==> src/rtl/mpclk_pkg.sv <==
package mpclk_pkg;

   localparam int TAP_BITS = 5;
   typedef logic [TAP_BITS-1:0] tap_t;

   // three-level code to 0/1/2; code 11 is read as HIGH
   function automatic logic [1:0] lvl3(input logic [1:0] c);
      return c[1] ? 2'd2 : (c[0] ? 2'd1 : 2'd0);
   endfunction

   function automatic logic [3:0] pair_idx(input logic [3:0] s);
      return 4'(3 * lvl3(s[3:2])) + 4'(lvl3(s[1:0]));
   endfunction

   function automatic logic [3:0] ratio_of(input logic [3:0] s);
      logic [3:0] idx;
      idx = pair_idx(s);
      case (idx)
         4'd6:    return 4'd8;
         4'd7:    return 4'd10;
         4'd8:    return 4'd12;
         default: return idx + 4'd1;
      endcase
   endfunction

   function automatic logic [5:0] base_of(input logic [1:0] fs);
      case (lvl3(fs))
         2'd0:    return 6'd32;
         2'd1:    return 6'd16;
         default: return 6'd8;
      endcase
   endfunction

   // taps are offset + 8 ticks
   function automatic tap_t b1_tap(input logic [3:0] s);
      return tap_t'(pair_idx(s)) + tap_t'(4);
   endfunction

   function automatic tap_t fb_tap(input logic [1:0] c);
      return tap_t'({lvl3(c), 2'b00}) + tap_t'(4);
   endfunction

   function automatic logic b2_valid(input logic [3:0] s);
      logic [3:0] idx;
      if (s[3:2] == 2'b11 || s[1:0] == 2'b11) return 1'b0;
      idx = pair_idx(s);
      return !(idx == 4'd3 || idx == 4'd5);
   endfunction

   function automatic tap_t b2_tap(input logic [3:0] s);
      case (pair_idx(s))
         4'd0:    return tap_t'(0);
         4'd1:    return tap_t'(1);
         4'd2:    return tap_t'(2);
         4'd6:    return tap_t'(14);
         4'd7:    return tap_t'(15);
         4'd8:    return tap_t'(16);
         default: return tap_t'(8);
      endcase
   endfunction

endpackage

==> src/rtl/mpclk_ratio_cnt.sv <==
module mpclk_ratio_cnt
   import mpclk_pkg::*;
#(
   parameter int CNT_W = 9
) (
   input  logic       clk,
   input  logic       rst_n,
   input  logic [3:0] div_sel,
   input  logic [1:0] fs_sel,
   output logic       raw_q
);

   logic [CNT_W-1:0] cnt_q;
   logic [CNT_W-1:0] per_q;
   logic [CNT_W-1:0] hi_q;
   logic             pend_q;
   logic [CNT_W-1:0] ratio_w;
   logic [CNT_W-1:0] base_w;
   logic [CNT_W-1:0] per_new;
   logic [CNT_W-1:0] hi_new;
   logic             wrap;

   assign ratio_w = CNT_W'(ratio_of(div_sel));
   assign base_w  = CNT_W'(base_of(fs_sel));
   assign per_new = ratio_w * base_w;
   assign hi_new  = (ratio_w == CNT_W'(1)) ? (base_w >> 1) : ((ratio_w >> 1) * base_w);
   // new ratio is taken only where a period begins
   assign wrap    = pend_q || (cnt_q == per_q - 1'b1);

   always_ff @(posedge clk or negedge rst_n) begin
      if (!rst_n) begin
         cnt_q  <= '0;
         per_q  <= CNT_W'(1);
         hi_q   <= '0;
         pend_q <= 1'b1;
         raw_q  <= 1'b0;
      end else if (wrap) begin
         cnt_q  <= '0;
         per_q  <= per_new;
         hi_q   <= hi_new;
         pend_q <= 1'b0;
         raw_q  <= (hi_new != '0);
      end else begin
         cnt_q  <= cnt_q + 1'b1;
         raw_q  <= ((cnt_q + 1'b1) < hi_q);
      end
   end

endmodule

==> src/rtl/mpclk_tap_line.sv <==
module mpclk_tap_line #(
   parameter int DEPTH = 16,
   parameter int NTAP  = 1,
   parameter int TAP_W = 5
) (
   input  logic                       clk,
   input  logic                       rst_n,
   input  logic                       din,
   input  logic [NTAP-1:0][TAP_W-1:0] tap,
   output logic [NTAP-1:0]            q
);

   logic [DEPTH:1] sr_q;
   logic [DEPTH:0] line;

   assign line = {sr_q, din};

   always_ff @(posedge clk or negedge rst_n) begin
      if (!rst_n) begin
         sr_q <= '0;
         q    <= '0;
      end else begin
         sr_q <= line[DEPTH-1:0];
         for (int k = 0; k < NTAP; k++) begin
            q[k] <= (int'(tap[k]) <= DEPTH) ? line[tap[k]] : 1'b0;
         end
      end
   end

endmodule

==> src/rtl/mpclk_phase_hold.sv <==
module mpclk_phase_hold
   import mpclk_pkg::*;
(
   input  logic       clk,
   input  logic       rst_n,
   input  logic [3:0] sel,
   output tap_t       tap_q,
   output logic       err_q
);

   always_ff @(posedge clk or negedge rst_n) begin
      if (!rst_n) begin
         tap_q <= tap_t'(8);
         err_q <= 1'b0;
      end else if (b2_valid(sel)) begin
         tap_q <= b2_tap(sel);
      end else begin
         err_q <= 1'b1;
      end
   end

endmodule

==> src/rtl/mpclk_gen.sv <==
module mpclk_gen
   import mpclk_pkg::*;
#(
   parameter int B1_WIDTH = 4,
   parameter int B2_WIDTH = 6,
   parameter int CNT_W    = 9,
   parameter int TAP_MAX  = 16
) (
   input  logic                clk,
   input  logic                rst_n,
   input  logic [1:0]          fs_sel,
   input  logic [3:0]          b1_div_sel,
   input  logic [3:0]          b2_div_sel,
   input  logic [3:0]          fb_div_sel,
   input  logic [3:0]          b1_ph_a_sel,
   input  logic [3:0]          b1_ph_b_sel,
   input  logic [3:0]          b2_ph_sel,
   input  logic [1:0]          fb_ph_sel,
   output logic [B1_WIDTH-1:0] b1_q,
   output logic [B2_WIDTH-1:0] b2_q,
   output logic                fb_q,
   output logic                b2_ph_err
);

   localparam int TAP_W     = $clog2(TAP_MAX + 1);
   localparam int MIN_CNT_W = $clog2(12 * 32 + 1);
   localparam int B1_HALF   = B1_WIDTH / 2;

   if (B1_WIDTH < 2 || (B1_WIDTH % 2) != 0) begin : g_bad_b1
      $error("B1_WIDTH must be even and at least 2");
   end
   if (B2_WIDTH < 1) begin : g_bad_b2
      $error("B2_WIDTH must be at least 1");
   end
   if (CNT_W < MIN_CNT_W) begin : g_bad_cnt
      $error("CNT_W too narrow for the longest period");
   end
   if (TAP_MAX < 16 || TAP_W < TAP_BITS) begin : g_bad_tap
      $error("TAP_MAX must reach 16");
   end

   logic raw_b1, raw_b2, raw_fb;
   logic [1:0] q1;
   logic [0:0] q2, qf;
   tap_t b2_tap_q;
   logic [1:0][TAP_W-1:0] tap1;
   logic [0:0][TAP_W-1:0] tap2, tapf;

   mpclk_ratio_cnt #(.CNT_W(CNT_W)) u_b1_div (
      .clk(clk), .rst_n(rst_n), .div_sel(b1_div_sel), .fs_sel(fs_sel), .raw_q(raw_b1));
   mpclk_ratio_cnt #(.CNT_W(CNT_W)) u_b2_div (
      .clk(clk), .rst_n(rst_n), .div_sel(b2_div_sel), .fs_sel(fs_sel), .raw_q(raw_b2));
   mpclk_ratio_cnt #(.CNT_W(CNT_W)) u_fb_div (
      .clk(clk), .rst_n(rst_n), .div_sel(fb_div_sel), .fs_sel(fs_sel), .raw_q(raw_fb));

   mpclk_phase_hold u_b2_ph (
      .clk(clk), .rst_n(rst_n), .sel(b2_ph_sel), .tap_q(b2_tap_q), .err_q(b2_ph_err));

   assign tap1[0] = TAP_W'(b1_tap(b1_ph_a_sel));
   assign tap1[1] = TAP_W'(b1_tap(b1_ph_b_sel));
   assign tap2[0] = TAP_W'(b2_tap_q);
   assign tapf[0] = TAP_W'(fb_tap(fb_ph_sel));

   mpclk_tap_line #(.DEPTH(TAP_MAX), .NTAP(2), .TAP_W(TAP_W)) u_b1_line (
      .clk(clk), .rst_n(rst_n), .din(raw_b1), .tap(tap1), .q(q1));
   mpclk_tap_line #(.DEPTH(TAP_MAX), .NTAP(1), .TAP_W(TAP_W)) u_b2_line (
      .clk(clk), .rst_n(rst_n), .din(raw_b2), .tap(tap2), .q(q2));
   mpclk_tap_line #(.DEPTH(TAP_MAX), .NTAP(1), .TAP_W(TAP_W)) u_fb_line (
      .clk(clk), .rst_n(rst_n), .din(raw_fb), .tap(tapf), .q(qf));

   for (genvar i = 0; i < B1_WIDTH; i++) begin : g_b1_out
      if (i < B1_HALF) begin : g_lo
         assign b1_q[i] = q1[0];
      end else begin : g_hi
         assign b1_q[i] = q1[1];
      end
   end

   assign b2_q = {B2_WIDTH{q2[0]}};
   assign fb_q = qf[0];

endmodule

==> config.mk <==
export PLATFORM = sky130hd
export DESIGN_NAME = mpclk_gen
export DESIGN_NICKNAME = d
export VERILOG_FILES = /design/src/rtl/mpclk_pkg.sv /design/src/rtl/mpclk_ratio_cnt.sv /design/src/rtl/mpclk_tap_line.sv /design/src/rtl/mpclk_phase_hold.sv /design/src/rtl/mpclk_gen.sv
export SDC_FILE = /design/constraint.sdc
export NUM_CORES = 1
export LEC_CHECK = 0
export BUFFER_PORTS_ARGS = -buffer_cell sky130_fd_sc_hd__buf_2
export CAP_MARGIN = 20
export CORE_MARGIN = 4
export CORE_UTILIZATION = 60
export CTS_CLUSTER_DIAMETER = 150
export DETAILED_ROUTE_END_ITERATION = 7
export PLACE_DENSITY = 0.78
export SLEW_MARGIN = 20
export SYNTH_ARGS = -nofsm -noshare
export SYNTH_HDL_FRONTEND = slang
export SYNTH_SLANG_ARGS = --single-unit
==> constraint.sdc <==
create_clock -name clk -period 3.7 [get_ports clk]
set_input_delay 0.185 -clock clk [delete_from_list [all_inputs] [get_ports clk]]
set_output_delay 0.185 -clock clk [all_outputs]
set_load 0.01 [all_outputs]
==> flow_summary_export.csv <==
group,metric,value,unit
route,vias,6173,
synthesis,netlist_area,0.00815,mm2
global_route,grt_use_met1,29.5,%
setup_path,arrival,3.94,ns
pwr,powerDensity,542,mW/mm2
setup_path,critPathLaunchType,"primary input",
min_path,hp-class,"in2reg",
floorplan,row_count,42,
run_status,outcome,"completed",
route,drc,0,
cts,clock-sinks,126,
global_route,use_met3,4.59,%
cts,cts_buffers,17,
cts,tritoncts,"built",
final_layout,drive_gt1_share,24.6,%
global_route,gr-total-overflow,0,
pwr,p_leak,4.59,nW
setup_path,cp_max_fo,7,
synthesis,async_reset_ff_share,100,%
sta,tightest_slew,1.02,ns
flow_run,timing.max_cap.violations,0,
final_layout,area_delta_synth_final,21.8,%
final_layout,num-nets-final,1039,
cts,clockRootBuffer,"clkbuf_16",
sta,setup_viol,0,
route,drt_iter0_markers,440,
global_route,antenna_found_initial,0,
sta,fin_crit_sh,98.3,%
setup_path,endpoint_kind,"flip-flop",
sta,rsz0062_at_grt,"true",
sta,finalClockSkew,0.00796,ns
synthesis,yosysTopAreaCellShare,37.5,%
placed_design,place.gp.congestion,0.858,
cts,path_clk_slew,0.06,ns
synthesis,ys_types,63,
sta,relSlewSlack,32.2,%
synthesis,ys_ff_latch,126,
sta,max_freq,0.275,GHz
synthesis,synth_edf_count,0,
sta,setup_ws,0.0616,ns
sta,slew_viol_final,0,
synthesis,synthFlopType,"dfrtp_1",
global_route,grt_pass1_wl,30500,um
cts,clk_latency,0.42,ns
setup_path,cp.required,4.00,ns
route,dr.pass1.iters,5,
synthesis,synth.yosys.seq_area_share,38.8,%
placed_design,dp_hpwl,12500,um
sta,hold_viol,0,
floorplan,die_w,125,um
synthesis,netlist_instances,809,
floorplan,start_util,61.5,%
pwr,peakVddDrop,0.401,mV
setup_path,reg2reg_from,"u_fb_div.per_q[0]",
floorplan,ios,42,
synthesis,yosys_warnings,0,
global_route,grt_pass1_vias,6598,
placed_design,io_buffer_count,41,
synthesis,synthTopCellsByArea,"dfrtp_1 37%, ha_1 13%, inv_1 4.1%",
route,ant_nets,0,
floorplan,core,0.0132,mm2
route,wl,17200,um
setup_path,critPathKind,"in2reg",
global_route,grtUsageMet2,40.4,%
global_route,busiest_layer,"met2",
global_route,grt_max_degree,60,
floorplan,fp.dieArea,0.0155,mm2
cts,h-tree-depth,4,
setup_path,crit_start,"b1_div_sel[2]",
final_layout,fill_cells,919,
placed_design,pre_cts_ws,-0.519,ns
final_layout,fin_area,0.00992,mm2
floorplan,die_y,125,um
cts,clockBufferDepth,2,
route,routed_via_density,5.62,
synthesis,avgSynthCellArea,10.1,um2
final_layout,num_antenna_cells,0,
placed_design,dpl-instance-area,0.00911,mm2
min_path,hp-start,"b2_ph_sel[3]",
global_route,grt_usage,23.6,%
sta,finalCriticalPeriod,3.64,ns
synthesis,yosysTopAreaCell,"dfrtp_1",
sta,tns,0,ns
route,wl_per_cell,15.6,um
==> power breakdown <==
| part | leakage, nW | switching, mW | internal (mW) |
|---|---|---|---|
| Sequential | 1.51 | 0.280 | 1.76 |
| Combinational | 2.80 | 0.835 | 0.837 |
| Clock | 0.280 | 0.647 | 1.02 |
==> final cells by class <==
cell class	instances	area [um2]	area share [%]
clock buffer	18	439	4.43
sequential	126	3160	31.8
inverter	90	338	3.41
timing repair buffer	107	728	7.34
tap	176	220	2.22
multi-input combinational	568	4880	49.2
clock inverter	14	156	1.58
==> per-stage QoR <==
step	std cells	utilization, %	hold WS [ns]	total power [mW]
2_1_floorplan	811	-	-0.111	3.16
3_3_place_gp	1060	68.8	0.285	3.53
4_1_cts	1094	73.5	0.0817	5.35
6_report	1099	74.9	0.101	5.38
3_5_place_dp	1060	68.8	0.302	3.64
5_1_grt	1099	74.9	0.110	5.73
==> repair_timing <==
| action | 4_1_cts | 5_1_grt |
|---|---|---|
| endpoints found under the hold margin | 56 | 0 |
| pin swaps | 1 | 10 |
| buffers inserted | 0 | 5 |
| hold buffers | 2 | 0 |
| gates resized for setup | 2 | 28 |
| endpoints found under the setup margin | 3 | 8 |
==> flip-flops by register name, indices dropped and copies added (netlist names) <==
name and count:
u_b1_div.cnt_q 9, u_b1_div.hi_q 7, u_b1_div.per_q 7, u_b1_div.raw_q 1
u_b1_line.q 2, u_b1_line.sr_q 16, u_b2_div.cnt_q 9, u_b2_div.hi_q 7
u_b2_div.per_q 7, u_b2_div.raw_q 1, u_b2_line.q 1, u_b2_line.sr_q 16
u_b2_ph.err_q 1, u_b2_ph.tap_q 5, u_fb_div.cnt_q 9, u_fb_div.hi_q 7
u_fb_div.per_q 7, u_fb_div.raw_q 1, u_fb_line.q 1, u_fb_line.sr_q 12
==> synth_stat cells, drive strengths merged (2+ instances only) <==
cell	number
a211o	3
a211oi	6
a21oi	32
a311oi	2
a31oi	8
a41oi	2
and2	16
buf	14
clkbuf	13
dfrtp	122
dfstp	4
fa	14
ha	85
inv	90
mux2	20
mux2i	26
mux4	10
nand2	58
nand2b	10
nand3	20
nand4	5
nor2	59
nor2b	30
nor3	16
nor4	8
o211ai	7
o21a	9
o21ai	19
o221a	2
o221ai	2
o31ai	7
o41ai	2
or2	8
or3	2
or4	2
xnor2	37
xor2	23
==> placed cells by master (no fill, tap or decap), types with 12 or more instances in the layout <==
cell       Yosys  final
buf_2          5     38
mux2i_1       26     26
xor2_1        22     20
nor2b_1       30     30
inv_1         89     81
xnor2_1       37     37
buf_4          8     63
a21oi_1       32     28
mux2_1        14     12
nand2_1       58     54
ha_1          85     74
and2_1        16     16
dfrtp_1      122    122
nand3_1       20     20
nor3_1        16     14
clkbuf_16      0     17
nor2_1        59     55
==> final timing paths <==
path	endpoint	slack (ns)	cells after the start
worst min-delay path	u_b2_ph.tap_q[0]	0.10	2
worst max-delay path	u_b1_div.per_q[8]	0.06	19
min in group asynchronous	u_b1_line.sr_q[13]	0.38	2
max in group asynchronous	u_fb_div.per_q[0]	2.36	3
worst min register to register	u_fb_line.sr_q[2]	0.34	0
worst max register to register	u_fb_div.hi_q[2]	0.92	7
==> routing by layer <==
metal,part of all wire [%],routed length (um)
met1,43,7360
met2,51,8810
met3,3.4,593
met4,2.4,420
met5,0,0
==> worst max-delay path: stages <==
cell and delay [ns]:
buf_6 0.09, or2_4 0.25, ha_4 0.27, ha_4 0.11
inv_2 0.03, fa_2 0.63, inv_2 0.07, a31oi_4 0.17
o221a_4 0.22, nand2_2 0.06, fa_1 0.51, inv_1 0.04
ha_2 0.17, inv_2 0.05, fa_2 0.46, nor2_2 0.13
nor2_2 0.06, xor2_1 0.16, mux2_4 0.27
==> cells by family after synthesis <==
| kind of cell | Yosys count | synth area share [%] |
|---|---|---|
| other | 1 | 0.0460 |
| AOI/OAI and AO/OA | 112 | 9.32 |
| and+or+nand+nor | 238 | 14.3 |
| buffers and inverters | 117 | 5.84 |
| DFF | 126 | 38.8 |
| adders and majority gates | 99 | 16.5 |
| muxes | 56 | 8.73 |
| xor gates and xnor gates | 60 | 6.54 |
Power figures use the tool's default switching activity.
